$ cat config.mk
export PLATFORM = sky130hd
export DESIGN_NAME = mains_period_tracker
export DESIGN_NICKNAME = d
export VERILOG_FILES = /design/src/rtl/mpt_pkg.sv /design/src/rtl/mpt_sync.sv /design/src/rtl/mpt_period_meter.sv /design/src/rtl/mpt_window_avg.sv /design/src/rtl/mpt_spi_tx.sv /design/src/rtl/mains_period_tracker.sv
export SDC_FILE = /design/constraint.sdc
export NUM_CORES = 1
export LEC_CHECK = 0
export BUFFER_PORTS_ARGS = -buffer_cell sky130_fd_sc_hd__buf_2
export CORE_MARGIN = 3
export CORE_UTILIZATION = 35
export CTS_BUF_LIST = sky130_fd_sc_hd__clkbuf_4 sky130_fd_sc_hd__clkbuf_8
export CTS_CLUSTER_SIZE = 8
export DETAILED_ROUTE_END_ITERATION = 10
export MAX_ROUTING_LAYER = met4
export PLACE_DENSITY = 0.47
export SLEW_MARGIN = 20
export SYNTH_ARGS = -nofsm -noshare
export SYNTH_HDL_FRONTEND = slang
export SYNTH_SLANG_ARGS = --single-unit
export TNS_END_PERCENT = 5
$ cat constraint.sdc
create_clock -name clk -period 7.9 [get_ports clk]
set_input_delay 0.79 -clock clk [delete_from_list [all_inputs] [get_ports clk]]
set_output_delay 0.79 -clock clk [all_outputs]
set_load 0.05 [all_outputs]
$ cat src/rtl/mpt_pkg.sv
package mpt_pkg;
   // Acceptance limits for one nominal period, in clock ticks
   function automatic longint lower_ticks(input longint nom, input longint tol_permil);
      return nom - (nom * tol_permil) / 1000;
   endfunction

   function automatic longint upper_ticks(input longint nom, input longint tol_permil);
      return nom + (nom * tol_permil) / 1000;
   endfunction
endpackage

$ cat src/rtl/mpt_sync.sv
module mpt_sync #(
   parameter int   STAGES  = 2,
   parameter logic RST_VAL = 1'b0
) (
   input  logic clk,
   input  logic rst_n,
   input  logic din,
   output logic lvl,
   output logic prv
);
   if (STAGES < 2) begin : g_bad_stages
      $error("mpt_sync: STAGES must be at least 2");
   end

   logic [STAGES:0] sh;

   always_ff @(posedge clk) begin
      if (!rst_n) sh[0] <= RST_VAL;
      else        sh[0] <= din;
   end

   for (genvar i = 1; i <= STAGES; i++) begin : g_stage
      always_ff @(posedge clk) begin
         if (!rst_n) sh[i] <= RST_VAL;
         else        sh[i] <= sh[i-1];
      end
   end

   assign lvl = sh[STAGES-1];
   assign prv = sh[STAGES];
endmodule

$ cat src/rtl/mpt_period_meter.sv
module mpt_period_meter #(
   parameter int CNT_W = 24
) (
   input  logic             clk,
   input  logic             rst_n,
   input  logic             clr,
   input  logic             edge_p,
   input  logic [CNT_W-1:0] lo,
   input  logic [CNT_W-1:0] hi,
   output logic             per_valid,
   output logic [CNT_W-1:0] per_ticks
);
   localparam logic [CNT_W-1:0] CNT_MAX = '1;

   logic [CNT_W-1:0] cnt;
   logic             have_ref;
   logic             early;

   assign early = cnt < lo;

   always_ff @(posedge clk) begin
      if (!rst_n || clr) begin
         cnt       <= '0;
         have_ref  <= 1'b0;
         per_valid <= 1'b0;
         per_ticks <= '0;
      end else begin
         per_valid <= 1'b0;
         if (edge_p && !have_ref) begin
            have_ref <= 1'b1;
            cnt      <= CNT_W'(1);
         end else if (edge_p && !early) begin
            per_valid <= (cnt <= hi);
            per_ticks <= cnt;
            cnt       <= CNT_W'(1);
         end else if (have_ref && cnt != CNT_MAX) begin
            cnt <= cnt + 1'b1;
         end
      end
   end

   AST_PERIOD_IN_WINDOW: assert property (@(posedge clk) disable iff (!rst_n)
      per_valid |-> (per_ticks >= lo && per_ticks <= hi));

   AST_GLITCH_KEEPS_COUNT: assert property (@(posedge clk) disable iff (!rst_n)
      (edge_p && have_ref && early && !clr) |=> (cnt == $past(cnt) + 1'b1));

   AST_NO_PERIOD_WITHOUT_REF: assert property (@(posedge clk) disable iff (!rst_n)
      (edge_p && !have_ref) |=> !per_valid);
endmodule

$ cat src/rtl/mpt_window_avg.sv
module mpt_window_avg #(
   parameter int CNT_W    = 24,
   parameter int AVG_LOG2 = 3,
   parameter int CORR_W   = 16
) (
   input  logic                     clk,
   input  logic                     rst_n,
   input  logic                     clr,
   input  logic                     per_valid,
   input  logic [CNT_W-1:0]         per_ticks,
   input  logic [CNT_W-1:0]         nom,
   output logic signed [CORR_W-1:0] corr
);
   localparam int N     = 1 << AVG_LOG2;
   localparam int SUM_W = CNT_W + AVG_LOG2;
   localparam int DW    = (CNT_W >= CORR_W) ? CNT_W + 1 : CORR_W + 1;
   localparam logic signed [DW-1:0] SAT_HI = DW'((longint'(1) <<< (CORR_W - 1)) - 1);
   localparam logic signed [DW-1:0] SAT_LO = -SAT_HI - DW'(1);

   if (AVG_LOG2 < 1 || AVG_LOG2 > 6) begin : g_bad_depth
      $error("mpt_window_avg: AVG_LOG2 out of range");
   end

   logic [CNT_W-1:0]  win [N];
   logic [AVG_LOG2:0] fill;
   logic [SUM_W-1:0]  sum;
   logic              full;
   logic [CNT_W-1:0]  avg;
   logic signed [DW-1:0] diff;
   logic signed [DW-1:0] clamped;

   assign full = fill[AVG_LOG2];

   always_ff @(posedge clk) begin
      if (per_valid) win[0] <= per_ticks;
   end

   for (genvar i = 1; i < N; i++) begin : g_tap
      always_ff @(posedge clk) begin
         if (per_valid) win[i] <= win[i-1];
      end
   end

   always_ff @(posedge clk) begin
      if (!rst_n || clr) begin
         fill <= '0;
         sum  <= '0;
      end else if (per_valid) begin
         sum <= sum + SUM_W'(per_ticks) - (full ? SUM_W'(win[N-1]) : '0);
         if (!full) fill <= fill + 1'b1;
      end
   end

   assign avg  = sum[SUM_W-1:AVG_LOG2];
   assign diff = $signed(DW'(avg)) - $signed(DW'(nom));

   always_comb begin
      if (diff > SAT_HI)      clamped = SAT_HI;
      else if (diff < SAT_LO) clamped = SAT_LO;
      else                    clamped = diff;
   end

   always_ff @(posedge clk) begin
      if (!rst_n || clr) corr <= '0;
      else if (full)     corr <= clamped[CORR_W-1:0];
      else               corr <= '0;
   end

   AST_ZERO_UNTIL_FULL: assert property (@(posedge clk) disable iff (!rst_n)
      !full |=> (corr == '0));

   AST_FILL_BOUND: assert property (@(posedge clk) disable iff (!rst_n)
      fill <= (AVG_LOG2+1)'(N));

   AST_CLEAR_EMPTIES: assert property (@(posedge clk) disable iff (!rst_n)
      clr |=> (fill == '0 && corr == '0));
endmodule

$ cat src/rtl/mpt_spi_tx.sv
module mpt_spi_tx #(
   parameter int W      = 16,
   parameter int STAGES = 2
) (
   input  logic         clk,
   input  logic         rst_n,
   input  logic         sclk,
   input  logic         cs_n,
   input  logic [W-1:0] word,
   output logic         miso
);
   if (W < 2) begin : g_bad_w
      $error("mpt_spi_tx: W must be at least 2");
   end

   logic cs_lvl, cs_prv, sck_lvl, sck_prv;
   logic cs_fall, cs_rise, sck_fall;
   logic act;
   logic [W-1:0] shreg;

   mpt_sync #(.STAGES(STAGES), .RST_VAL(1'b1)) u_cs_sync (
      .clk(clk), .rst_n(rst_n), .din(cs_n), .lvl(cs_lvl), .prv(cs_prv));

   mpt_sync #(.STAGES(STAGES), .RST_VAL(1'b0)) u_sck_sync (
      .clk(clk), .rst_n(rst_n), .din(sclk), .lvl(sck_lvl), .prv(sck_prv));

   assign cs_fall  = !cs_lvl && cs_prv;
   assign cs_rise  = cs_lvl && !cs_prv;
   assign sck_fall = !sck_lvl && sck_prv;

   always_ff @(posedge clk) begin
      if (!rst_n) begin
         act   <= 1'b0;
         shreg <= '0;
      end else if (cs_fall) begin
         act   <= 1'b1;
         shreg <= word;
      end else if (cs_rise) begin
         act   <= 1'b0;
      end else if (act && sck_fall) begin
         shreg <= {shreg[W-2:0], 1'b0};
      end
   end

   assign miso = act ? shreg[W-1] : 1'b0;

   AST_MISO_QUIET: assert property (@(posedge clk) disable iff (!rst_n)
      ($past(cs_lvl) && cs_lvl) |-> !miso);

   AST_WORD_HELD: assert property (@(posedge clk) disable iff (!rst_n)
      (act && !sck_fall && !cs_fall) |=> $stable(shreg));
endmodule

$ cat src/rtl/mains_period_tracker.sv
module mains_period_tracker #(
   parameter int NOM50_TICKS = 2_500_000,
   parameter int NOM60_TICKS = 2_083_333,
   parameter int TOL_PERMIL  = 20,
   parameter int AVG_LOG2    = 3,
   parameter int CORR_W      = 16,
   parameter int SYNC_STAGES = 2
) (
   input  logic clk,
   input  logic rst_n,
   input  logic mains_in,
   input  logic sel_60,
   input  logic spi_sclk,
   input  logic spi_cs_n,
   output logic spi_miso
);
   import mpt_pkg::*;

   localparam longint LO50   = lower_ticks(NOM50_TICKS, TOL_PERMIL);
   localparam longint HI50   = upper_ticks(NOM50_TICKS, TOL_PERMIL);
   localparam longint LO60   = lower_ticks(NOM60_TICKS, TOL_PERMIL);
   localparam longint HI60   = upper_ticks(NOM60_TICKS, TOL_PERMIL);
   localparam longint HI_MAX = (HI50 > HI60) ? HI50 : HI60;
   localparam int     CNT_W  = $clog2(HI_MAX + 2) + 1;

   if (CORR_W != 8 && CORR_W != 16) begin : g_bad_corr_w
      $error("mains_period_tracker: CORR_W must be 8 or 16");
   end
   if (TOL_PERMIL < 1 || TOL_PERMIL > 400) begin : g_bad_tol
      $error("mains_period_tracker: TOL_PERMIL out of range");
   end
   if (NOM60_TICKS >= NOM50_TICKS || NOM60_TICKS < 16) begin : g_bad_nom
      $error("mains_period_tracker: nominal periods inconsistent");
   end

   logic             mode_q;
   logic             clr;
   logic             m_lvl, m_prv, m_edge;
   logic [CNT_W-1:0] nom, lo, hi;
   logic             per_valid;
   logic [CNT_W-1:0] per_ticks;
   logic signed [CORR_W-1:0] corr;

   always_ff @(posedge clk) begin
      if (!rst_n) mode_q <= 1'b0;
      else        mode_q <= sel_60;
   end

   assign clr = (sel_60 != mode_q);
   assign nom = mode_q ? CNT_W'(NOM60_TICKS) : CNT_W'(NOM50_TICKS);
   assign lo  = mode_q ? CNT_W'(LO60) : CNT_W'(LO50);
   assign hi  = mode_q ? CNT_W'(HI60) : CNT_W'(HI50);

   mpt_sync #(.STAGES(SYNC_STAGES), .RST_VAL(1'b0)) u_mains_sync (
      .clk(clk), .rst_n(rst_n), .din(mains_in), .lvl(m_lvl), .prv(m_prv));

   assign m_edge = m_lvl && !m_prv;

   mpt_period_meter #(.CNT_W(CNT_W)) u_meter (
      .clk(clk), .rst_n(rst_n), .clr(clr), .edge_p(m_edge),
      .lo(lo), .hi(hi), .per_valid(per_valid), .per_ticks(per_ticks));

   mpt_window_avg #(.CNT_W(CNT_W), .AVG_LOG2(AVG_LOG2), .CORR_W(CORR_W)) u_avg (
      .clk(clk), .rst_n(rst_n), .clr(clr), .per_valid(per_valid),
      .per_ticks(per_ticks), .nom(nom), .corr(corr));

   mpt_spi_tx #(.W(CORR_W), .STAGES(SYNC_STAGES)) u_spi (
      .clk(clk), .rst_n(rst_n), .sclk(spi_sclk), .cs_n(spi_cs_n),
      .word(corr), .miso(spi_miso));

   AST_MODE_FOLLOWS: assert property (@(posedge clk) disable iff (!rst_n)
      clr |=> (mode_q == $past(sel_60)));
endmodule

# Word-level counts from Yosys, hierarchy flattened
# Memories as Yosys holds them, arrays and structs flattened.
# Cells that the tools add are included.
[totals]
ram_bits = 184
memories = 1
ff_bits = 121
[op_classes]
n_bitwise = 3
n_reduce_logical = 26
order_cmp = 4
eq_ne = 3
n_mux = 18
addsub = 5
[memory_table]
columns = ["name", "depth", "word_bits", "read_ports", "rd_ports_with_merged_regs", "wr", "line", "source"]
rows = [
  ["u_avg.win", 8, 23, 8, 0, 8, "mpt_window_avg.sv:24", "logic [CNT_W-1:0] win [N];"],
]
[ops]
columns = ["op", "n"]
rows = [
  ["16-bit 2-to-1 mux", 4],
  ["22-bit 2-to-1 mux", 2],
  ["26-bit by 23-bit adder with 26-bit output", 1],
  ["26-bit subtractor", 1],
  ["24-bit by 16-bit > comparator with 1-bit output (second input constant)", 1],
  ["24-bit by 16-bit < comparator with 1-bit output (second input constant)", 1],
  ["23-bit by 22-bit subtractor with 24-bit output", 1],
  ["23-bit by 1-bit adder with 23-bit output (second input constant)", 1],
  ["23-bit by 22-bit less-or-equal comparator with 1-bit output", 1],
  ["23-bit by 22-bit < comparator with 1-bit output", 1],
  ["23-bit 2-to-1 mux", 1],
  ["23-bit inequality test (second input constant)", 1],
  ["19-bit 2-to-1 mux", 1],
  ["15-bit 2-to-1 mux", 1],
  ["3-bit OR reduction", 3],
  ["1-bit logical AND", 8],
  ["1-bit 2-to-1 mux", 8],
  ["1-bit logical NOT", 7],
  ["2-bit AND reduction", 3],
  ["4-bit by 1-bit adder with 4-bit output (second input constant)", 1],
  ["4-bit 2-to-1 mux", 1],
  ["2-bit nonzero test", 2],
  ["1-bit inverter", 3],
  ["3-bit nonzero test", 1],
  ["other kinds (4)", 4],
]

# Longest topological paths before layout
# Gate-level depths: netlist (run 1).
[depth]
word_depth = 6
mapped_depth = 15
mapped_depth_nobuf = 15

# By module
# Synthesis (run 1) repeated with hierarchy kept, for this count alone.
[hier_totals]
cells_unflattened = 1387
hier_area_um2 = 15264.6
[by_module_without_submodules]
columns = ["module", "area_per_inst_um2", "cells_each", "n_inst"]
rows = [
  ["mpt_window_avg", 10601.4, 832, 1],
  ["mpt_period_meter", 3478.3, 433, 1],
  ["mpt_spi_tx", 895.9, 97, 1],
  ["mpt_sync", 78.8, 6, 3],
  ["mains_period_tracker", 52.6, 7, 1],
]

# Worst setup path after synthesis (run 1)
# Ideal clock, no wire load.
[synth_timing]
path_kind = "reg2reg"
startpoint = "register u_meter.per_valid"
endpoint = "register u_avg.sum[2]"
n_path_buf = 3
arrival_ns = 5.692
setup_slack_ns = 2.081
path_stages_with_launch = 6
path_cell_list = "dfxtp_1 > clkbuf_1 > clkbuf_1 > buf_1 > mux2i_1 > nor2_1"
[synth_lines]
columns = ["item", "line", "source"]
rows = [
  ["from (decl)", "mpt_period_meter.sv:10", "output logic per_valid,"],
  ["from (signal assigned)", "mpt_period_meter.sv:33", "per_valid <= (cnt <= hi);"],
  ["to (signal assigned)", "mpt_window_avg.sv:49", "sum <= sum + SUM_W'(per_ticks) - (full ? SUM_W'(win[N-1]) : '0);"],
  ["to (decl)", "mpt_window_avg.sv:26", "logic [SUM_W-1:0] sum;"],
]

# Worst setup path after layout (run 1)
[layout_timing]
startpoint = "register u_avg.fill[3]"
endpoint = "register u_avg.sum[20]"
[layout_via]
elab_chain_cells = 2
[layout_lines]
columns = ["item", "line", "source"]
rows = [
  ["from (decl)", "mpt_window_avg.sv:25", "logic [AVG_LOG2:0] fill;"],
  ["from (signal assigned)", "mpt_window_avg.sv:50", "if (!full) fill <= fill + 1'b1;"],
  ["23-bit 2-to-1 mux", "mpt_window_avg.sv:49", ""],
  ["26-bit subtractor", "mpt_window_avg.sv:49", ""],
]
# Every way passes these cells.
# A chain may end at the register's enable or synchronous reset.

==> results of run 1 <==
-- routing by layer --
metal	vias to the layer above	track usage, %
met3	47	2.56
met5	-	-
met2	93	20.5
met1	3826	18.8
li1	4054	-
met4	0	4.78
-- worst paths after layout --
kind	endpoint	start	cells after the start	slack (ns)
worst min-delay path	u_spi.u_cs_sync.sh[0]	spi_cs_n	2	0.39
worst max register to register	u_avg.sum[20]	u_avg.fill[3]	12	3.82
worst min register to register	u_avg.win[2][4]	u_avg.win[1][27]	0	0.41
worst max-delay path	u_avg.sum[20]	u_avg.fill[3]	12	3.82
-- state kept, by name, summed over array words and instances, names as in the netlist, 4 cells and up --
name and count:
u_avg.win 184, u_meter.per_ticks 23, u_avg.corr 16, u_meter.cnt 23, u_spi.shreg 16, u_avg.fill 4
u_avg.sum 26
-- worst max-delay path, stage by stage, from the launching register on --
cell and delay (ns):
dfxtp_1 0.92, and2_1 0.25, fa_1 0.45, fa_1 0.48, nor2b_1 0.13, o21a_1 0.15
o211ai_1 0.13, a211oi_1 0.35, o21ai_0 0.23, a21o_1 0.25, a21boi_0 0.24, mux2i_1 0.21
o311ai_0 0.13
-- per-stage QoR --
step | hold WS, ns | setup WS [ns]
finish | 0.393 | 3.82
global route | 0.373 | 3.41
CTS | 0.344 | 3.73
detailed placement | 0.405 | 3.74
global placement | 0.400 | 3.85
floorplan | 0.386 | 2.08
-- synth_stat cells (9+ instances only) --
library cell  instances
nor2_1               74
nand3_1              50
o21ai_2              10
xnor2_1              28
fa_1                 23
nor3_1               11
xor2_1               30
and2_1               40
nand2_1              64
o31ai_1              25
mux2i_1              32
nand4_1              10
clkbuf_1             28
o211a_1              15
inv_1               111
a21o_1               20
or3_1                 9
a21oi_1              42
ha_1                 61
o21ai_0              24
edfxtp_1            184
nor2b_1              11
dfxtp_1             121
-- layout make-up --
| cell class | instances | share of cell area [%] |
|---|---|---|
| multi-input combinational | 672 | 32.9 |
| clock inverter | 11 | 0.593 |
| timing repair buffer | 13 | 0.568 |
| tap | 511 | 4.21 |
| inverter | 111 | 2.74 |
| sequential | 305 | 52.3 |
| clock buffer | 84 | 6.70 |
-- cell families after synthesis --
kind of cell | count (synthesis) | synth area share (%)
mux | 33 | 2.46
fa+ha+maj | 84 | 9.07
xor+xnor | 58 | 3.77
simple gates | 305 | 11.4
flops | 305 | 58.9
compound gates | 192 | 10.2
buf+inv | 147 | 4.16
-- power groups by stage --
| stage | combinational [mW] | clock, mW | sequential, mW |
|---|---|---|---|
| 4_1_cts | 0.0730 | 1.54 | 1.68 |
| 5_1_grt | 0.0810 | 1.61 | 1.68 |
| 6_report | 0.0716 | 1.47 | 1.68 |
| 2_1_floorplan | 0.0519 | 0 | 1.71 |
| 3_3_place_gp | 0.0730 | 0 | 1.71 |
| 3_5_place_dp | 0.0729 | 0 | 1.71 |
==> metrics.md, run 1 <==
| Metric | Value |
|---|---|
| Worst-path fanout max | 27 |
| Crit end category | flip-flop |
| Max H-tree Level | 2 |
| Max Fclk | roughly 250 MHz |
| Status | finished clean |
| Crit Path Category | reg2reg |
| Fin. max-slew vios | 0 |
| Final Power | 3.22 mW |
| Die H | 202 um |
| VDD IR max | between 0.1 and 0.15 mV |
| DRT iter0 DRCs | between 300 and 400 |
| Synthesis-stage register bit count | ~310 |
| NetSw | roughly 0.67 mW |
| Wirelength per Cell | 15.4 um |
| # setup viols final | 0 |
| Ys async rst share | 0% |
| Slew margin rel. | about a third |
| Max Root-Sink Buffers | 3 |
| DRC viols | 0 |
| Later-pin clock latency in the skew report | 0.61 ns |
| Initial Util | between 30% and 40% |
| Pre-Repair DR Iteration Count | 4 |
| Measured slew at the worst slew-check pin | 1.01 ns |
| Synth cell types | 61 |
| CTS buffer count | 52 |
| IO Port Bufs | 6 |
| Cell area power density | roughly 210 mW/mm^2 |
| First-pass GRT wire length | between 40 and 50 mm |
| Met2 WL post-DR | 11.5 mm |
| Top cell type's share of synthesized area | about two fifths |
| DR WL met3 | 888 um |
| Post-route ant nets | 0 |
| Largest net degree at the start of global routing | 88 |
| CP Launch Type | flip-flop |
| Fillcell total | about 3700 |
| Finished Cell Area | 0.0152 mm^2 |
| Core area | between 0.03 and 0.04 mm^2 |
| DR vias | between 8000 and 9000 |
| Yosys warning total | 0 |
| Comb pwr share | roughly 2.2% |
| Critical path arrival | 4.52 ns |
| Skew final | 0.0200 ns |
| Most common cell after layout, fill and taps aside | edfxtp_1 |
| Post-CTS sizing | 0 |
| Final Core Density | 40.2% |
| # rows | between 70 and 80 |
| Routability congestion estimate from global placement | between 0.8 and 0.9 |
| Area leader, netlist | edfxtp_1 |
| Syn_area_per_cell | between 10 and 15 um^2 |
| Total die area | around 0.041 mm^2 |
| Mapped Area | 0.0135 mm^2 |
| CP required | between 8 and 9 ns |
| Layout Cells excl Fill | 1707 |
| Fin nets | approximately 1200 |
| Vias in the first global route | approximately 8400 |
| Largest cells by area after synthesis | edfxtp_1, dfxtp_1, ha_1, fa_1, inv_1 |
| N_diodes | 0 |
| Clock power frac | 45.7% |
| Max Used Layer | met4 |
| Prevailing post-synth register cell | edfxtp_1 |
| Setup Fix Bufs, Post-CTS | 0 |
| Area Overhead vs Synth | 12.7% |
| Crit path time final | between 4 and 5 ns |
| Final hold violation count | 0 |
| Dpl cell area | ~0.014 mm^2 |
| RSZ-0062 raised after global routing | false |
| Detailed-route wire length | roughly 26 mm |
| Via/cell ratio | 4.70 |
| Post-Syn Nets | about 1200 |
| Post-Synthesis Cells | approximately 1100 |
| CTS tree | yes |
| CTS Sinks | between 300 and 400 |
| Initial antenna violation count | 0 |
| Period utilization | about 52% |
| Grt ovf | 0 |
| Most frequent cells in the layout | edfxtp_1, dfxtp_1, inv_1 |
| DP HPWL | ~17 mm |
| Share of the yosys chip area belonging to registers | a little under 60% |
| Max_cap viols | 0 |
| Root Buffer | clkbuf_8 |
| Post-synth EDFFs | ~180 |
| Total GRT Usage | around 14% |
| Internal power | between 2 and 3 mW |
| Register Area | approximately 0.008 mm^2 |
| Tightest Hold Check Type | in2reg |
| Lkg Pwr | roughly 5.7 nW |
| Reg clk slew, reported paths | 0.07 ns |
| Setup Total Neg Slack | 0 ns |
| Layout cells sized above 1 | 11.0% |
| Inst Count DP | 1612 |
| Die width | just over 200 um |
| Hold buffer count at CTS | 0 |
| Top-Level Pins | 7 |
| Switching Fraction | about a fifth |
| Met1 Wirelength | 13.4 mm |
| Area occupied by multi-input gates | 0.00499 mm^2 |
| Sequential share of power | between 50% and 60% |
No activity file was read; power rests on OpenSTA's default activity.
==> run 2: changes to the inputs <==
--- a/config.mk
+++ b/config.mk
@@ -5,6 +5,7 @@
 export SDC_FILE = /design/constraint.sdc
 export NUM_CORES = 1
 export LEC_CHECK = 0
+export ABC_AREA = 1
 export BUFFER_PORTS_ARGS = -buffer_cell sky130_fd_sc_hd__buf_2
 export CORE_MARGIN = 3
 export CORE_UTILIZATION = 35
@@ -12,7 +13,7 @@
 export CTS_CLUSTER_SIZE = 8
 export DETAILED_ROUTE_END_ITERATION = 10
 export MAX_ROUTING_LAYER = met4
-export PLACE_DENSITY = 0.47
+export PLACE_DENSITY = 0.49
 export SLEW_MARGIN = 20
 export SYNTH_ARGS = -nofsm -noshare
 export SYNTH_HDL_FRONTEND = slang
==> constraint.sdc (replaced) <==
create_clock -name clk -period 3.4 [get_ports clk]
set_input_delay 0.34 -clock clk [delete_from_list [all_inputs] [get_ports clk]]
set_output_delay 0.34 -clock clk [all_outputs]
set_load 0.05 [all_outputs]
==> run 2 against run 1 <==
Fmax rose by 31%. Worst hold slack got worse by 0.24 ns. Largest power group unchanged. Largest cell class unchanged. Non-clock buffer count rose by 9. Sequential cell count did not move. Critical endpoint is now u_avg.sum[15]. Setup slack got worse by 3.5 ns. Clock skew rose by 0.0043 ns. Synthesized cell count rose by 42%. Via count rose by 32%. Critical path depth rose by 3.
==> metrics.md, run 2 <==
| Metric | Value |
|---|---|
| Tightest Hold Check Type | in2reg |
| Routability congestion estimate from global placement | 0.923 (+12%) |
| Top delay family on crit path | compound AO/OA/AOI/OAI gates |
| Area leader, netlist | edfxtp_1 |
| FF-to-FF Start | u_avg.fill[3] |
| Largest net degree at the start of global routing | 207 (+140%) |
| VDD IR max | 0.280 mV (+180%) |
| Max reg flops | 184 (unchanged) |
| Post-route ant nets | 0 (unchanged) |
| Period utilization | 91.5% (+40 points) |
| Top-Level Pins | 7 (unchanged) |
| First-pass GRT wire length | 57.2 mm (+30%) |
| Crit Path Category | reg2reg |
| Max H-tree Level | 2 (unchanged) |
| Skew final | 0.0243 ns (+0.00432 ns) |
| Fin. max-slew vios | 0 (unchanged) |
| Prevailing post-synth register cell | edfxtp_1 |
| Synth cell count leaders | inv_1, nand2_1, edfxtp_1 |
| Later-pin clock latency in the skew report | 0.61 ns (about the same) |
| CTS buffer count | 53 (+1.9%) |
| Total GRT Usage | 17.0% (+3.3 points) |
| Inst Count DP | 2111 (+31%) |
| Most frequent cells in the layout | inv_1, nand2_1, edfxtp_1 |
| Largest cells by area after synthesis | edfxtp_1, dfxtp_1, inv_1, nand2_1, ha_1 |
| N_diodes | 0 (unchanged) |
| # rows | 74 (+4.2%) |
| Grt ovf | 0 (unchanged) |
| CP Launch Type | flip-flop |
| Synthesis-stage register bit count | 305 (unchanged) |
| Vias in the first global route | 10487 (+24%) |
| CP startpoint | u_avg.fill[3] |
| Root Buffer | clkbuf_8 |
| Share of the yosys chip area belonging to registers | 54.0% (-5.0 points) |
| DR vias | 10557 (+32%) |
| DP HPWL | 26.1 mm (+50%) |
| CP max-delay cell | fa_1 |
| Area Overhead vs Synth | 12.6% (about the same) |
| # setup viols final | 0 (unchanged) |
| Die width | 211 um (+4.4%) |
| RSZ-0062 raised after global routing | false |
| Fin nets | 1728 (+39%) |
| Syn_area_per_cell | 9.24 um^2 (-23%) |
| Measured slew at the worst slew-check pin | 1.26 ns (+0.247 ns) |
| Via/cell ratio | 4.77 (+1.4%) |
| Top cell type's share of synthesized area | 37.5% (-3.5 points) |
| Slew margin rel. | 16.0% (-16 points) |
| Layout Cells excl Fill | 2215 (+30%) |
| Max Root-Sink Buffers | 3 (unchanged) |
| Critical path arrival | 3.66 ns (-0.86 ns) |
| Crit path cell chain | nand2_1 -> inv_1 -> fa_1 -> inv_1 -> ha_1 -> a21oi_1 -> nand2_1 -> a21boi_0 -> o21ai_0 -> nand2_1 -> a21oi_1 -> nor2_1 -> nand2_1 -> o211ai_1 -> inv_1 |
| Ys async rst share | 0% (unchanged) |
| Layout cells sized above 1 | 9.69% (-1.4 points) |
| Synth cell types | 46 (-25%) |
| Hold Path Origin | rst_n |
| IO Port Bufs | 6 (unchanged) |
| Reg clk slew, reported paths | 0.06 ns (about the same) |
| Detailed-route wire length | 35.7 mm (+36%) |
| Initial antenna violation count | 0 (unchanged) |
| Crit end category | flip-flop |
| Lkg Pwr | 6.52 nW (+14%) |
| Die H | 211 um (+4.4%) |
| Setup Total Neg Slack | 0 ns (unchanged) |
| Max_cap viols | 0 (unchanged) |
| CP required | 3.94 ns (-4.40 ns) |
| DRT iter0 DRCs | 579 (+55%) |
| Most common cell after layout, fill and taps aside | inv_1 |
| Max Fclk | 321 MHz (+31%) |
| Critical path's most frequent cell | nand2_1 |
| Max stage delay on crit path | 0.48 ns (-0.44 ns) |
| Worst-path fanout max | 15 (-44%) |
| CP bufs+invs | 3 (+3) |
| Post-synth EDFFs | 184 (unchanged) |
| Post-Synthesis Cells | 1594 (+42%) |
| Pre-Repair DR Iteration Count | 5 (+1) |
| Post-Syn Nets | 1684 (+39%) |
| CTS tree | yes |
| Finished Cell Area | 0.0166 mm^2 (+9.2%) |
| Cell area power density | 460 mW/mm^2 (+120%) |
| Yosys warning total | 0 (unchanged) |
| Crit path time final | 3.11 ns (-0.964 ns) |
| DRC viols | 0 (unchanged) |
| Count leader, synth | inv_1 |
| CTS Sinks | 305 (unchanged) |
| Biggest register | u_avg.win |
| Dpl cell area | 0.0154 mm^2 (+9.3%) |
| Final hold violation count | 0 (unchanged) |
| Wirelength per Cell | 16.1 um (+4.4%) |
| Core area | 0.0412 mm^2 (+8.9%) |
| Mapped Area | 0.0147 mm^2 (+9.2%) |
| Top flop regs | u_avg.win: 184 flops, u_avg.sum: 26 flops |
| Initial Util | 35.7% (+0.11 points) |
| Total die area | 0.0446 mm^2 (+8.9%) |
| Status | finished clean |
| Final Core Density | 40.3% (+0.10 points) |
[run 2: cell type report]
cell class / count / area, um^2
tap: 532 / 666
timing repair buffer: 22 / 185
fill: 4086 / 24600
multi-input combinational: 958 / 5510
inverter: 298 / 1120
sequential: 305 / 7950
clock buffer: 85 / 1040
clock inverter: 15 / 104
[run 2: timing repair]
action	in CTS	in global routing
endpoints found under the setup margin	0	12
hold endpoints to repair	4	0
buffers inserted	0	0
gates resized for setup	0	1
hold buffers	4	0
[run 2: through the flow]
step | setup slack [ns] | power [mW] | hold slack (ns)
3_5_place_dp | 0.0378 | 4.19 | 0.399
6_report | 0.288 | 7.63 | 0.157
2_1_floorplan | 0.603 | 4.12 | 0.390
4_1_cts | 0.0386 | 7.79 | 0.0951
3_3_place_gp | 0.0853 | 4.19 | 0.397
5_1_grt | 0.0370 | 7.98 | 0.155
[run 2: power by group]
group	switching (mW)	leakage [nW]	internal [mW]	total (mW)
clock network	1.49	0.600	2.02	3.51
registers	0.00828	2.06	3.89	3.90
logic	0.153	3.86	0.0641	0.217
total	1.65	6.52	5.98	7.63
[run 2: kinds of logic (layout without fill, tap and decap cells)]
group                      Yosys count  count (layout)  synth area share [%]
buffers and inverters              331             420                  8.61
xor gates and xnor gates            39              39                  2.32
AOI/OAI and AO/OA                  265             265                  9.56
DFF                                305             305                  54.0
and+or+nand+nor                    570             570                  17.2
adders and majority gates           84              84                  8.31
[run 2: per-layer routing]
layer | vias up | track usage [%] | share of wire, %
met3 | 70 | 2.76 | 3.4
met1 | 4988 | 22.9 | 49
met4 | 0 | 6.56 | 3.1
li1 | 5338 | - | -
met2 | 161 | 26.0 | 44
met5 | - | - | 0
[run 2: final timing paths]
| path | endpoint | slack, ns | depth (start not counted) |
|---|---|---|---|
| worst max-delay path | u_avg.sum[15] | 0.29 | 15 |
| worst min-delay path | u_spi.u_cs_sync.prv | 0.16 | 2 |
| worst max register to register | u_avg.sum[15] | 0.29 | 15 |
| worst min register to register | u_avg.win[0][43] | 0.40 | 0 |
==> run 3: changes to the inputs <==
--- a/config.mk
+++ b/config.mk
@@ -9,7 +9,6 @@
 export BUFFER_PORTS_ARGS = -buffer_cell sky130_fd_sc_hd__buf_2
 export CORE_MARGIN = 3
 export CORE_UTILIZATION = 35
-export CTS_BUF_LIST = sky130_fd_sc_hd__clkbuf_4 sky130_fd_sc_hd__clkbuf_8
 export CTS_CLUSTER_SIZE = 8
 export DETAILED_ROUTE_END_ITERATION = 10
 export MAX_ROUTING_LAYER = met4
==> run 3 against run 2 <==
Via count is 0.63% lower. Final cell count shrank 0.86%. Design area grew 1.1%. Worst hold slack gained 0.051 ns. Largest cell class unchanged. First-iteration DRC count up 7.4%.
==> metrics.md, run 3 (synthesized netlist as in run 2, its figures left out) <==
| Metric | Value |
|---|---|
| Switching Fraction | 21.3% (-0.35 points) |
| DR vias | 10491 (-0.63%) |
| Critical path arrival | 3.59 ns (-0.07 ns) |
| Worst reg2reg path depth | 15 (unchanged) |
| Tightest Hold Check Type | in2reg |
| Reg-to-Reg End | u_avg.sum[15] |
| Die width | 211 um (unchanged) |
| NetSw | 1.76 mW (+6.5%) |
| Crit path time final | 3.09 ns (-0.0201 ns) |
| Clock power frac | 50.1% (+4.1 points) |
| # setup viols final | 0 (unchanged) |
| Wirelength per Cell | 16.3 um (+1.1%) |
| CP required | 3.89 ns (-0.05 ns) |
| Period utilization | 90.9% (-0.59 points) |
| Setup Total Neg Slack | 0 ns (unchanged) |
| Post-route ant nets | 0 (unchanged) |
| Biggest register | u_avg.win |
| Pre-Repair DR Iteration Count | 5 (unchanged) |
| Max Fclk | 323 MHz (+0.65%) |
| Final Core Density | 40.7% (+0.44 points) |
| Worst slack, placed | 0.0378 ns (unchanged) |
| DRC viols | 0 (unchanged) |
| Area occupied by multi-input gates | 0.00551 mm^2 (unchanged) |
| Largest net degree at the start of global routing | 207 (unchanged) |
| Worst-path fanout max | 15 (unchanged) |
| Final hold violation count | 0 (unchanged) |
| N_diodes | 0 (unchanged) |
| First-pass GRT wire length | 57.0 mm (-0.30%) |
| Via/cell ratio | 4.78 (+0.23%) |
| RSZ-0062 raised after global routing | false |
| Reg2reg setup slack | 0.31 ns (+0.02 ns) |
| Fillcell total | 4079 (-0.17%) |
| Area Overhead vs Synth | 13.8% |
| Initial antenna violation count | 0 (unchanged) |
| Fin. max-slew vios | 0 (unchanged) |
| Lkg Pwr | 6.55 nW (+0.45%) |
| CTS tree | yes |
| Slew margin rel. | 16.7% (+0.71 points) |
| VDD IR max | 0.395 mV (+41%) |
| Cell area power density | 492 mW/mm^2 (+7.1%) |
| Register Area | 0.00795 mm^2 (unchanged) |
| CP Launch Type | flip-flop |
| Hold depth | 2 (unchanged) |
| Total GRT Usage | 17.0% (-0.024 points) |
| Later-pin clock latency in the skew report | 0.56 ns (-0.05 ns) |
| Max reg flops | 184 (unchanged) |
| Core area | 0.0412 mm^2 (unchanged) |
| Max H-tree Level | 2 (unchanged) |
| Initial Util | 35.7% (unchanged) |
| CTS Sinks | 305 (unchanged) |
| # rows | 74 (unchanged) |
| Vias in the first global route | 10337 (-1.4%) |
| Measured slew at the worst slew-check pin | 1.25 ns (-0.0107 ns) |
| DP HPWL | 26.1 mm (unchanged) |
| Reg clk slew, reported paths | 0.05 ns (about the same) |
| Hold Path End | u_spi.u_cs_sync.prv |
| Top-Level Pins | 7 (unchanged) |
| Max Root-Sink Buffers | 3 (unchanged) |
| Most common cell after layout, fill and taps aside | inv_1 |
| Hold Path Origin | rst_n |
| Max_cap viols | 0 (unchanged) |
| Top flop regs | u_avg.win: 184 flops, u_avg.sum: 26 flops |
| Layout cells sized above 1 | 7.45% (-2.2 points) |
| Most frequent cells in the layout | inv_1, nand2_1, edfxtp_1 |
| Total die area | 0.0446 mm^2 (unchanged) |
| Final worst slack | 0.308 ns (+0.0201 ns) |
| IO Port Bufs | 6 (unchanged) |
| Crit Path Category | reg2reg |
| FF-to-FF Start | u_avg.fill[3] |
| Routability congestion estimate from global placement | 0.923 (unchanged) |
| Skew final | 0.0240 ns (-0.000373 ns) |
| Grt ovf | 0 (unchanged) |
| Status | finished clean |
| Comb pwr share | 2.6% (-0.2 points) |
| DRT iter0 DRCs | 622 (+7.4%) |
| CTS buffer count | 45 (-15%) |
| Internal power | 6.50 mW (+8.7%) |
| Detailed-route wire length | 35.8 mm (+0.24%) |
| Fin nets | 1720 (-0.46%) |
| Die H | 211 um (unchanged) |
| Crit end category | flip-flop |
| Root Buffer | clkbuf_16 |
| Sequential share of power | 47.3% (-3.8 points) |
-- run 3: layout make-up --
class	instances	share of cell area (%)
clock buffers	77	7.62
multi-input cells	958	32.9
well taps	532	3.97
repair buffers	22	1.10
clock inverters	4	0.306
inverters	298	6.70
flip-flops and latches	305	47.4
-- run 3: power groups by stage --
stage,sequential [mW],combinational [mW],clock (mW)
3_5_place_dp,3.98,0.214,0
5_1_grt,3.90,0.246,4.45
3_3_place_gp,3.98,0.213,0
2_1_floorplan,3.98,0.143,0
4_1_cts,3.90,0.219,4.29
6_report,3.91,0.217,4.13
-- run 3: how the worst max path moves through the flow --
stage | slack [ns] | start | cells past startpoint | endpoint
floorplan | 0.60 | u_avg.fill[3] | 15 | u_avg.sum[20]
global route | 0.02 | u_avg.fill[3] | 15 | u_avg.sum[15]
detailed placement | 0.04 | u_avg.fill[3] | 15 | u_avg.sum[15]
finish | 0.31 | u_avg.fill[3] | 15 | u_avg.sum[15]
global placement | 0.09 | u_avg.fill[3] | 15 | u_avg.sum[15]
CTS | 0.04 | u_avg.fill[3] | 15 | u_avg.sum[15]
-- run 3: metrics by stage --
| step | total power [mW] | instances | instance area, um^2 | hold WS, ns |
|---|---|---|---|---|
| floorplan | 4.12 | 1594 | 14700 | 0.390 |
| global placement | 4.19 | 2111 | 15400 | 0.397 |
| detailed placement | 4.19 | 2111 | 15400 | 0.399 |
| CTS | 8.41 | 2196 | 16800 | 0.176 |
| global route | 8.60 | 2196 | 16800 | 0.240 |
| finish | 8.26 | 2196 | 16800 | 0.208 |
-- run 3: worst max-delay path, stage by stage (launching register included) --
cell	delay, ns
dfxtp_2	0.42
nand2_1	0.09
inv_1	0.05
fa_1	0.48
inv_1	0.04
ha_1	0.38
a21oi_1	0.12
nand2_1	0.16
a21boi_0	0.17
o21ai_0	0.46
nand2_1	0.18
a21oi_1	0.17
nor2_1	0.05
nand2_1	0.11
o211ai_1	0.09
inv_1	0.08
-- run 3: layer usage --
metal	track usage, %	wire length (um)	up-vias
met3	2.69	1220	75
li1	-	-	5307
met1	23.0	17700	4965
met5	-	0	-
met4	6.10	1140	0
met2	26.1	15800	144
-- run 3: what timing repair did --
action,in CTS,in global routing
endpoints found under the hold margin,4,0
setup endpoints to repair,0,12
setup buffers,0,0
hold buffers,4,0
resized for setup,0,1
